==> src/rtl/cdw_pkg.sv <==
package cdw_pkg;

    localparam int unsigned SEL_W    = 8;
    localparam int unsigned LANES    = 4;
    localparam int unsigned SEQ_LEN  = 3;

    typedef enum logic [1:0] {
        ST_IDLE = 2'd0,
        ST_FWD  = 2'd1,
        ST_RD   = 2'd2,
        ST_CAP  = 2'd3
    } seq_state_e;

    typedef struct packed {
        seq_state_e st;
        logic       fwd;
    } seq_regs_t;

    typedef struct packed {
        logic [SEL_W-1:0]   sel;
        logic [LANES*8-1:0] data;
    } win_regs_t;

endpackage

==> src/rtl/cdw_range.sv <==
module cdw_range
    import cdw_pkg::*;
#(
    parameter int unsigned RF_BYTES = 160,
    localparam int unsigned RF_AW   = SEL_W + 2
) (
    input  logic [SEL_W-1:0] sel_i,
    output logic [RF_AW-1:0] addr_o,
    output logic             in_range_o
);
    logic [31:0] byte_addr;

    always_comb begin
        byte_addr  = 32'({sel_i, 2'b00});
        addr_o     = {sel_i, 2'b00};
        in_range_o = (byte_addr < 32'(RF_BYTES));
    end
endmodule

==> src/rtl/cdw_seq.sv <==
module cdw_seq
    import cdw_pkg::*;
(
    input  logic clk,
    input  logic rst_n,
    input  logic start_i,
    input  logic fwd_i,
    output logic busy_o,
    output logic wr_phase_o,
    output logic rd_phase_o,
    output logic cap_phase_o,
    output logic fwd_o
);
    seq_regs_t seq_d, seq_q;

    always_comb begin
        seq_d = seq_q;
        unique case (seq_q.st)
            ST_IDLE: begin
                if (start_i) begin
                    seq_d.st  = ST_FWD;
                    seq_d.fwd = fwd_i;
                end
            end
            ST_FWD:  seq_d.st = ST_RD;
            ST_RD:   seq_d.st = ST_CAP;
            ST_CAP: begin
                seq_d.st  = ST_IDLE;
                seq_d.fwd = 1'b0;
            end
            default: seq_d.st = ST_IDLE;
        endcase
    end

    always_ff @(posedge clk) begin
        if (!rst_n) begin
            seq_q.st  <= ST_IDLE;
            seq_q.fwd <= 1'b0;
        end else begin
            seq_q <= seq_d;
        end
    end

    assign busy_o      = (seq_q.st != ST_IDLE);
    assign wr_phase_o  = (seq_q.st == ST_FWD);
    assign rd_phase_o  = (seq_q.st == ST_RD);
    assign cap_phase_o = (seq_q.st == ST_CAP);
    assign fwd_o       = seq_q.fwd;

    a_r8_start_busy: assert property (@(posedge clk) disable iff (!rst_n)
        (start_i && !busy_o) |=> busy_o);
    a_r8_fwd_then_rd: assert property (@(posedge clk) disable iff (!rst_n)
        wr_phase_o |=> rd_phase_o);
    a_r5_rd_then_cap: assert property (@(posedge clk) disable iff (!rst_n)
        rd_phase_o |=> cap_phase_o);
    a_r8_cap_ends: assert property (@(posedge clk) disable iff (!rst_n)
        cap_phase_o |=> !busy_o);
    a_r8_one_phase: assert property (@(posedge clk) disable iff (!rst_n)
        $onehot0({wr_phase_o, rd_phase_o, cap_phase_o}));
endmodule

==> src/rtl/cdw_cap_regs.sv <==
module cdw_cap_regs
    import cdw_pkg::*;
(
    input  logic               clk,
    input  logic               rst_n,
    input  logic               sel_we_i,
    input  logic [SEL_W-1:0]   sel_wdata_i,
    input  logic [LANES-1:0]   data_be_i,
    input  logic [LANES*8-1:0] data_wdata_i,
    input  logic               load_i,
    input  logic [LANES*8-1:0] load_data_i,
    output logic [SEL_W-1:0]   sel_o,
    output logic [LANES*8-1:0] data_o
);
    win_regs_t win_d, win_q;

    always_comb begin
        win_d = win_q;
        if (sel_we_i) begin
            win_d.sel = sel_wdata_i;
        end
        for (int b = 0; b < int'(LANES); b++) begin
            if (data_be_i[b]) begin
                win_d.data[b*8 +: 8] = data_wdata_i[b*8 +: 8];
            end
        end
        if (load_i) begin
            win_d.data = load_data_i;
        end
    end

    always_ff @(posedge clk) begin
        if (!rst_n) begin
            win_q <= '0;
        end else begin
            win_q <= win_d;
        end
    end

    assign sel_o  = win_q.sel;
    assign data_o = win_q.data;

    a_r3_idle_data_hold: assert property (@(posedge clk) disable iff (!rst_n)
        (!load_i && data_be_i == '0) |=> $stable(data_o));
    a_r2_idle_sel_hold: assert property (@(posedge clk) disable iff (!rst_n)
        !sel_we_i |=> $stable(sel_o));
endmodule

==> src/rtl/cap_dword_window.sv <==
module cap_dword_window
    import cdw_pkg::*;
#(
    parameter int unsigned CAP_AW      = 6,
    parameter int unsigned CAP_DW_BASE = 16,
    parameter int unsigned RF_BYTES    = 160,
    localparam int unsigned RF_AW      = SEL_W + 2
) (
    input  logic              clk,
    input  logic              rst_n,
    input  logic              cap_wr,
    input  logic [CAP_AW-1:0] cap_addr,
    input  logic [3:0]        cap_be,
    input  logic [31:0]       cap_wdata,
    output logic [31:0]       cap_rdata,
    output logic              cap_busy,
    output logic [RF_AW-1:0]  rf_addr,
    output logic              rf_wr,
    output logic [31:0]       rf_wdata,
    output logic              rf_rd,
    input  logic [31:0]       rf_rdata
);
    localparam logic [CAP_AW-1:0] HDR_DW  = CAP_AW'(CAP_DW_BASE);
    localparam logic [CAP_AW-1:0] DATA_DW = CAP_AW'(CAP_DW_BASE + 1);
    localparam int unsigned       SEL_LSB = 16;

    logic              hit_hdr, hit_data, touch, accept;
    logic              sel_we;
    logic [3:0]        data_be;
    logic [SEL_W-1:0]  sel_q;
    logic [31:0]       data_q;
    logic              wr_phase, rd_phase, cap_phase, fwd_q;
    logic              in_range;
    logic [31:0]       load_data;

    always_comb begin
        hit_hdr  = (cap_addr == HDR_DW);
        hit_data = (cap_addr == DATA_DW);
        touch    = cap_wr && (cap_be != 4'b0000) && (hit_hdr || hit_data);
        accept   = touch && !cap_busy;
        sel_we   = accept && hit_hdr && cap_be[2];
        data_be  = (accept && hit_data) ? cap_be : 4'b0000;
    end

    cdw_seq i_seq (
        .clk         (clk),
        .rst_n       (rst_n),
        .start_i     (accept),
        .fwd_i       (hit_data),
        .busy_o      (cap_busy),
        .wr_phase_o  (wr_phase),
        .rd_phase_o  (rd_phase),
        .cap_phase_o (cap_phase),
        .fwd_o       (fwd_q)
    );

    cdw_cap_regs i_regs (
        .clk          (clk),
        .rst_n        (rst_n),
        .sel_we_i     (sel_we),
        .sel_wdata_i  (cap_wdata[SEL_LSB +: SEL_W]),
        .data_be_i    (data_be),
        .data_wdata_i (cap_wdata),
        .load_i       (cap_phase),
        .load_data_i  (load_data),
        .sel_o        (sel_q),
        .data_o       (data_q)
    );

    cdw_range #(.RF_BYTES(RF_BYTES)) i_range (
        .sel_i      (sel_q),
        .addr_o     (rf_addr),
        .in_range_o (in_range)
    );

    always_comb begin
        rf_wr     = wr_phase && fwd_q && in_range;
        rf_rd     = rd_phase && in_range;
        rf_wdata  = data_q;
        load_data = in_range ? rf_rdata : 32'h0;
        if (cap_addr == HDR_DW) begin
            cap_rdata = 32'h0;
            cap_rdata[SEL_LSB +: SEL_W] = sel_q;
        end else if (cap_addr == DATA_DW) begin
            cap_rdata = data_q;
        end else begin
            cap_rdata = 32'h0;
        end
    end

    a_r7_rf_in_range: assert property (@(posedge clk) disable iff (!rst_n)
        (rf_wr || rf_rd) |-> (32'(rf_addr) < 32'(RF_BYTES)));
    a_r4_single_wr: assert property (@(posedge clk) disable iff (!rst_n)
        rf_wr |=> !rf_wr);
    a_r9_sel_hold: assert property (@(posedge clk) disable iff (!rst_n)
        cap_busy |=> $stable(sel_q));
    a_r10_no_spurious: assert property (@(posedge clk) disable iff (!rst_n)
        (!cap_busy && !touch) |=> !cap_busy);
    a_r5_rd_before_load: assert property (@(posedge clk) disable iff (!rst_n)
        (rf_rd) |=> cap_phase);
endmodule

==> config.mk <==
export PLATFORM = sky130hd
export DESIGN_NAME = cap_dword_window
export DESIGN_NICKNAME = d
export VERILOG_FILES = /design/src/rtl/cdw_pkg.sv /design/src/rtl/cdw_range.sv /design/src/rtl/cdw_seq.sv /design/src/rtl/cdw_cap_regs.sv /design/src/rtl/cap_dword_window.sv
export SDC_FILE = /design/constraint.sdc
export NUM_CORES = 1
export LEC_CHECK = 0
export BUFFER_PORTS_ARGS = -buffer_cell sky130_fd_sc_hd__buf_2
export CAP_MARGIN = 20
export CORE_AREA = 2 2 83 117
export DETAILED_ROUTE_END_ITERATION = 10
export DIE_AREA = 0 0 85 119
export SYNTH_ARGS = -nofsm -noshare
export SYNTH_HDL_FRONTEND = slang
export SYNTH_SLANG_ARGS = --single-unit
==> constraint.sdc <==
create_clock -name clk -period 3.1 [get_ports clk]
set_clock_uncertainty 0.1 [all_clocks]
set_input_delay 0.62 -clock clk [delete_from_list [all_inputs] [get_ports clk]]
set_output_delay 0.62 -clock clk [all_outputs]
set_load 0.1 [all_outputs]
==> results.ini, run 1 <==
[power_and_ir_drop]
peakVddDrop_v=0.0001745
clkPwrFrac_pct=42.0
p_per_area_mw_per_mm2=365.7
pwr-share-comb_pct=16.7
p_seq_share_pct=41.3
p_int_uw=1007
p_leak_uw=0.001750
switching_power_uw=378.0
p_sw_share_pct=27.30

[drt]
drtIter0Drc=81
wl_per_cell_um=15.65
ant_nets=0
drc=0
via_count=2554
via_per_inst=4.940
dr.pass1.iters=4
routed_wl_um=8091

[placement]
place_hpwl_um=6183
gp_congestion=0.7198
io_buffer_count=151

[worst_hold_path]
holdCritStartpoint=i_seq.seq_q[1]
hold_class=flip-flop to flip-flop

[clock_network]
numCtsBuffers=5
h-tree-depth=2
tritoncts=yes
ctsHoldBuffers=0
cts_setup_buffers=0
clockRootBuffer=clkbuf_16
clockBufferDepth=2
clk_latency_ns=0.28
cts_resized=0
clk_pin_slew_worst_paths_ns=0.06
clock-sinks=43

[worst_setup_path]
critPathCaptureType=output port
crit_top_cell=buf_12
max_stage_delay_ns=0.31
crit_required_ns=2.38
critPathMaxFanout=23
worst_setup_path_start_kind=input port
r2r-start=i_seq.seq_q[1]
crit_slowest_cell=nor4b_2
critical_path_class=input port to output port
path_cells=buf_2 > nor4b_2 > nand2b_1 > nor2_1 > buf_12 > and2_2 > buf_12
startpoint=cap_addr[3]
arrival_ns=1.94

[status]
status=completed

[logic_synthesis]
yosysUniqueCellTypes=30
synth_edf_count=0
synth_warnings=0
synthArstFlopShare_pct=0
synth_cells=260
synth_area_leaders=dfxtp_1 39%, a221oi_1 13%, o21ai_0 7.9%, mux2i_1 7.6%, and2_1 7.3%
synth_area_mm2=0.002228
seq_area_frac_synth_pct=38.63
synth_top_area_share_pct=38.63
synth_top_cell_by_area=dfxtp_1
synth_most_common_cell=dfxtp_1
avgSynthCellArea_um2=8.571
synth-seq-cells=43
synth_top_flop_cell=dfxtp_1
synth_commonest_cells=43 x dfxtp_1, 41 x nor2_1, 35 x o21ai_0, 32 x a221oi_1, 26 x and2_1

[finish]
post-route-util_pct=41.17
drive_above_1_share_pct=48.16
syn2layout_area_growth_pct=69.90
fillers=917
final_nets=489
antennaDiodeCount=0

[timing]
slew_headroom_pct=38.61
finalSetupViolCount=0
slew_violations=0
fin_crit_sh_pct=85.97
rsz0062_at_grt=no
fin_tns_setup_ns=0
worst_pin_slew_ns=0.9165
timing.fmax_mhz=375.2
min_period_ns=2.665
hold_viol=0

[job]
maxCapViolCount=0

[die]
die_area_mm2=0.01012
start_util_pct=24.23
die_y_um=119
fp-row-count=42
io-pin-count=154
die_x_um=85
coreArea_mm2=0.009196

[global_routing]
globalRouteOverflowTotal=0
first_global_vias=2707
grt_pass1_wl_um=13210
grt_start_max_net_pins=46
track_usage_pct=16.37
antenna_found_initial=0

cell families after synthesis:
group,Yosys count,synth area share [%]
adders and majority gates,5,2.807
other,1,0.1683
muxes,17,7.636
and+or+nand+nor,91,21.95
buffers and inverters,25,4.603
AOI/OAI and AO/OA,78,24.20
DFF,43,38.63
area by class of cell:
| class | count | area [um^2] | share of cell area [%] |
|---|---|---|---|
| clock buffer | 6 | 128.9 | 3.404 |
| clock inverter | 1 | 30.03 | 0.7931 |
| inverter | 6 | 22.52 | 0.5948 |
| multi-input combinational | 193 | 1305 | 34.47 |
| sequential | 43 | 860.8 | 22.74 |
| tap | 110 | 137.6 | 3.635 |
| timing repair buffer | 158 | 1301 | 34.37 |
registers in the layout (all words and copies together), names as in the netlist:
| name | count |
|---|---|
| i_regs.sel_o | 8 |
| i_regs.data_o | 32 |
| i_seq.seq_q | 2 |
| i_seq.fwd_o | 1 |
worst paths after layout:
check	slack, ns	cells after the start	end
max	0.44	7	cap_rdata[29]
max reg2reg	0.86	6	i_regs.data_o[21]
min reg2reg	0.41	2	i_seq.seq_q[1]
min	0.41	2	i_seq.seq_q[1]
metal layers:
metal / vias up / routed length (um) / share of wire [%] / track usage (%)
met5: - / 0 / 0 / 0
met4: 0 / 154 / 1.9 / 5.655
met3: 11 / 501 / 6.2 / 3.257
met2: 103 / 4390 / 54 / 30.32
met1: 1203 / 3045 / 38 / 18.16
li1: 1237 / - / - / -
through the flow:
stage                     instance area, um^2  power (uW)  worst slack [ns]  instances  hold slack (ns)
after floorplan                          2262       734.8           -0.3676        261           0.3690
after global placement                   3627       811.0            0.4711        510           0.3836
after detailed placement                 3627       817.0            0.4611        510           0.3960
after CTS                                3786        1409            0.4485        517           0.4065
after global routing                     3786        1451            0.3620        517           0.4548
final                                    3786        1385            0.4350        517           0.4078
power by group through the flow:
stage / clock, uW / combinational (uW) / sequential, uW
2_1_floorplan: 0 / 110 / 624
3_3_place_gp: 0 / 227 / 584
3_5_place_dp: 0 / 233 / 584
4_1_cts: 604 / 233 / 572
5_1_grt: 629 / 249 / 573
6_report: 581 / 232 / 572
critical path: cells and delay by family:
kind / cells / cell delay [ns]
and+or+nand+nor: 4 / 0.83
buffers and inverters: 3 / 0.47
cells in the final DEF, fill, tap and decap left out, drive strengths merged, types with 2 or more instances in the layout:
cell	count
a221oi	32
a31o	4
a31oi	4
and2	26
buf	158
clkbuf	6
conb	2
dfxtp	43
ha	5
inv	5
mux2i	17
nand2	4
nand2b	2
nor2	41
nor2b	8
nor4	4
o21ai	35
(Power assumes the default switching activity.)
==> run 2, diff against run 1 <==
Settings changed: CORE_AREA 2 2 83 117 to 2 2 77 79, DIE_AREA 0 0 85 119 to 0 0 79 81, PLACE_DENSITY set to 0.78.
==> results.ini, run 2 (synthesized netlist as in run 1, its figures left out) <==
[status]
status=completed

[placement]
place_hpwl_um=5873
io_buffer_count=151
gp_congestion=0.7611

[finish]
final_cell_mix=119 x buf_2, 43 x dfxtp_1, 41 x nor2_1
final_nets=488
final_common_cell=buf_2
syn2layout_area_growth_pct=64.29
largest_register_ffs=32
antennaDiodeCount=0
drive_above_1_share_pct=48.16

[clock_network]
cts_setup_buffers=0
h-tree-depth=2
cts_resized=0
ctsHoldBuffers=0
clockBufferDepth=2
clk_latency_ns=0.28
clock-sinks=43
tritoncts=yes
clockRootBuffer=clkbuf_8
numCtsBuffers=5
clk_pin_slew_worst_paths_ns=0.08

[worst_setup_path]
arrival_ns=1.90
crit_required_ns=2.38
critical_path_class=input port to output port
critPathCaptureType=output port
critPathMaxFanout=24
r2r_cells=6
worst_setup_path_start_kind=input port

[drt]
via_count=2580
drc=0
dr.pass1.iters=4
drtIter0Drc=112
ant_nets=0
via_per_inst=5.353
routed_wl_um=7608
wl_per_cell_um=15.78

[die]
io-pin-count=154
fp-row-count=28
die_area_mm2=0.006399
die_y_um=81
die_x_um=79
coreArea_mm2=0.005675
start_util_pct=39.26

[timing]
slew_headroom_pct=38.45
timing.fmax_mhz=382.3
finalSetupViolCount=0
rsz0062_at_grt=no
min_period_ns=2.616
hold_viol=0
worst_pin_slew_ns=0.9190
slew_violations=0
fin_crit_sh_pct=84.37
hold_slack_ns=0.4077

[power_and_ir_drop]
p_per_area_mw_per_mm2=311.9
p_total_uw=1142
peakVddDrop_v=0.0002658
p_leak_uw=0.001709

[worst_hold_path]
hold_depth=2
hold_class=flip-flop to flip-flop

[global_routing]
track_usage_pct=23.14
grt_start_max_net_pins=46
globalRouteOverflowTotal=0
antenna_found_initial=0
first_global_vias=2477
grt_pass1_wl_um=11850

[job]
maxCapViolCount=0

## run 2: cell count changes in the layout (fill, tap and decap cells not counted)
cell,change
clkinvlp_4,+1
clkbuf_16,-5
clkinv_2,+1
bufinv_16,-1
buf_4,-1
clkbuf_8,+5
## run 2: final cells by class
cell class,count,area [um^2]
sequential,43,860.8
fill,492,2014
timing repair buffer,157,1294
multi-input combinational,193,1305
clock inverter,2,12.51
inverter,6,22.52
tap,75,93.84
clock buffer,6,72.57
## run 2: worst max-delay path, stage by stage
cell	delay [ns]
buf_2	0.11
nor4b_2	0.31
nand2b_1	0.12
nor2_1	0.10
buf_4	0.23
and2_2	0.22
buf_12	0.18
## run 2: routing by layer
layer	part of all wire [%]	GRT usage (%)	vias to the layer above
met5	0	0	-
met4	0.80	5.690	0
met3	7.4	3.333	8
met2	53	43.56	127
met1	39	27.71	1209
li1	-	-	1236
## run 2: path summary, 6_finish.rpt
kind,start,end,slack [ns]
setup / recovery,cap_addr[3],cap_rdata[31],0.48
hold / removal,i_seq.seq_q[1],i_seq.seq_q[1],0.41
setup reg to reg,i_seq.seq_q[2],i_regs.data_o[0],0.79
hold reg to reg,i_seq.seq_q[1],i_seq.seq_q[1],0.41
## run 2: power breakdown
| part | total (uW) | switching (uW) | internal, uW |
|---|---|---|---|
| sequential | 571 | 9.05 | 562 |
| clock | 339 | 182 | 157 |
| combinational | 231 | 164 | 67.3 |
| total | 1140 | 355 | 787 |
## run 2: stage by stage
step	instances	setup WS (ns)	util, %	TNS [ns]	area (um^2)
after detailed placement	474	0.4789	63.01	0	3576
after global placement	474	0.5711	63.01	0	3576
after floorplan	261	-0.3676	-	-2.941	2262
after CTS	482	0.4806	64.51	0	3661
final	482	0.4844	64.51	0	3661
after global routing	482	0.3694	64.51	0	3661
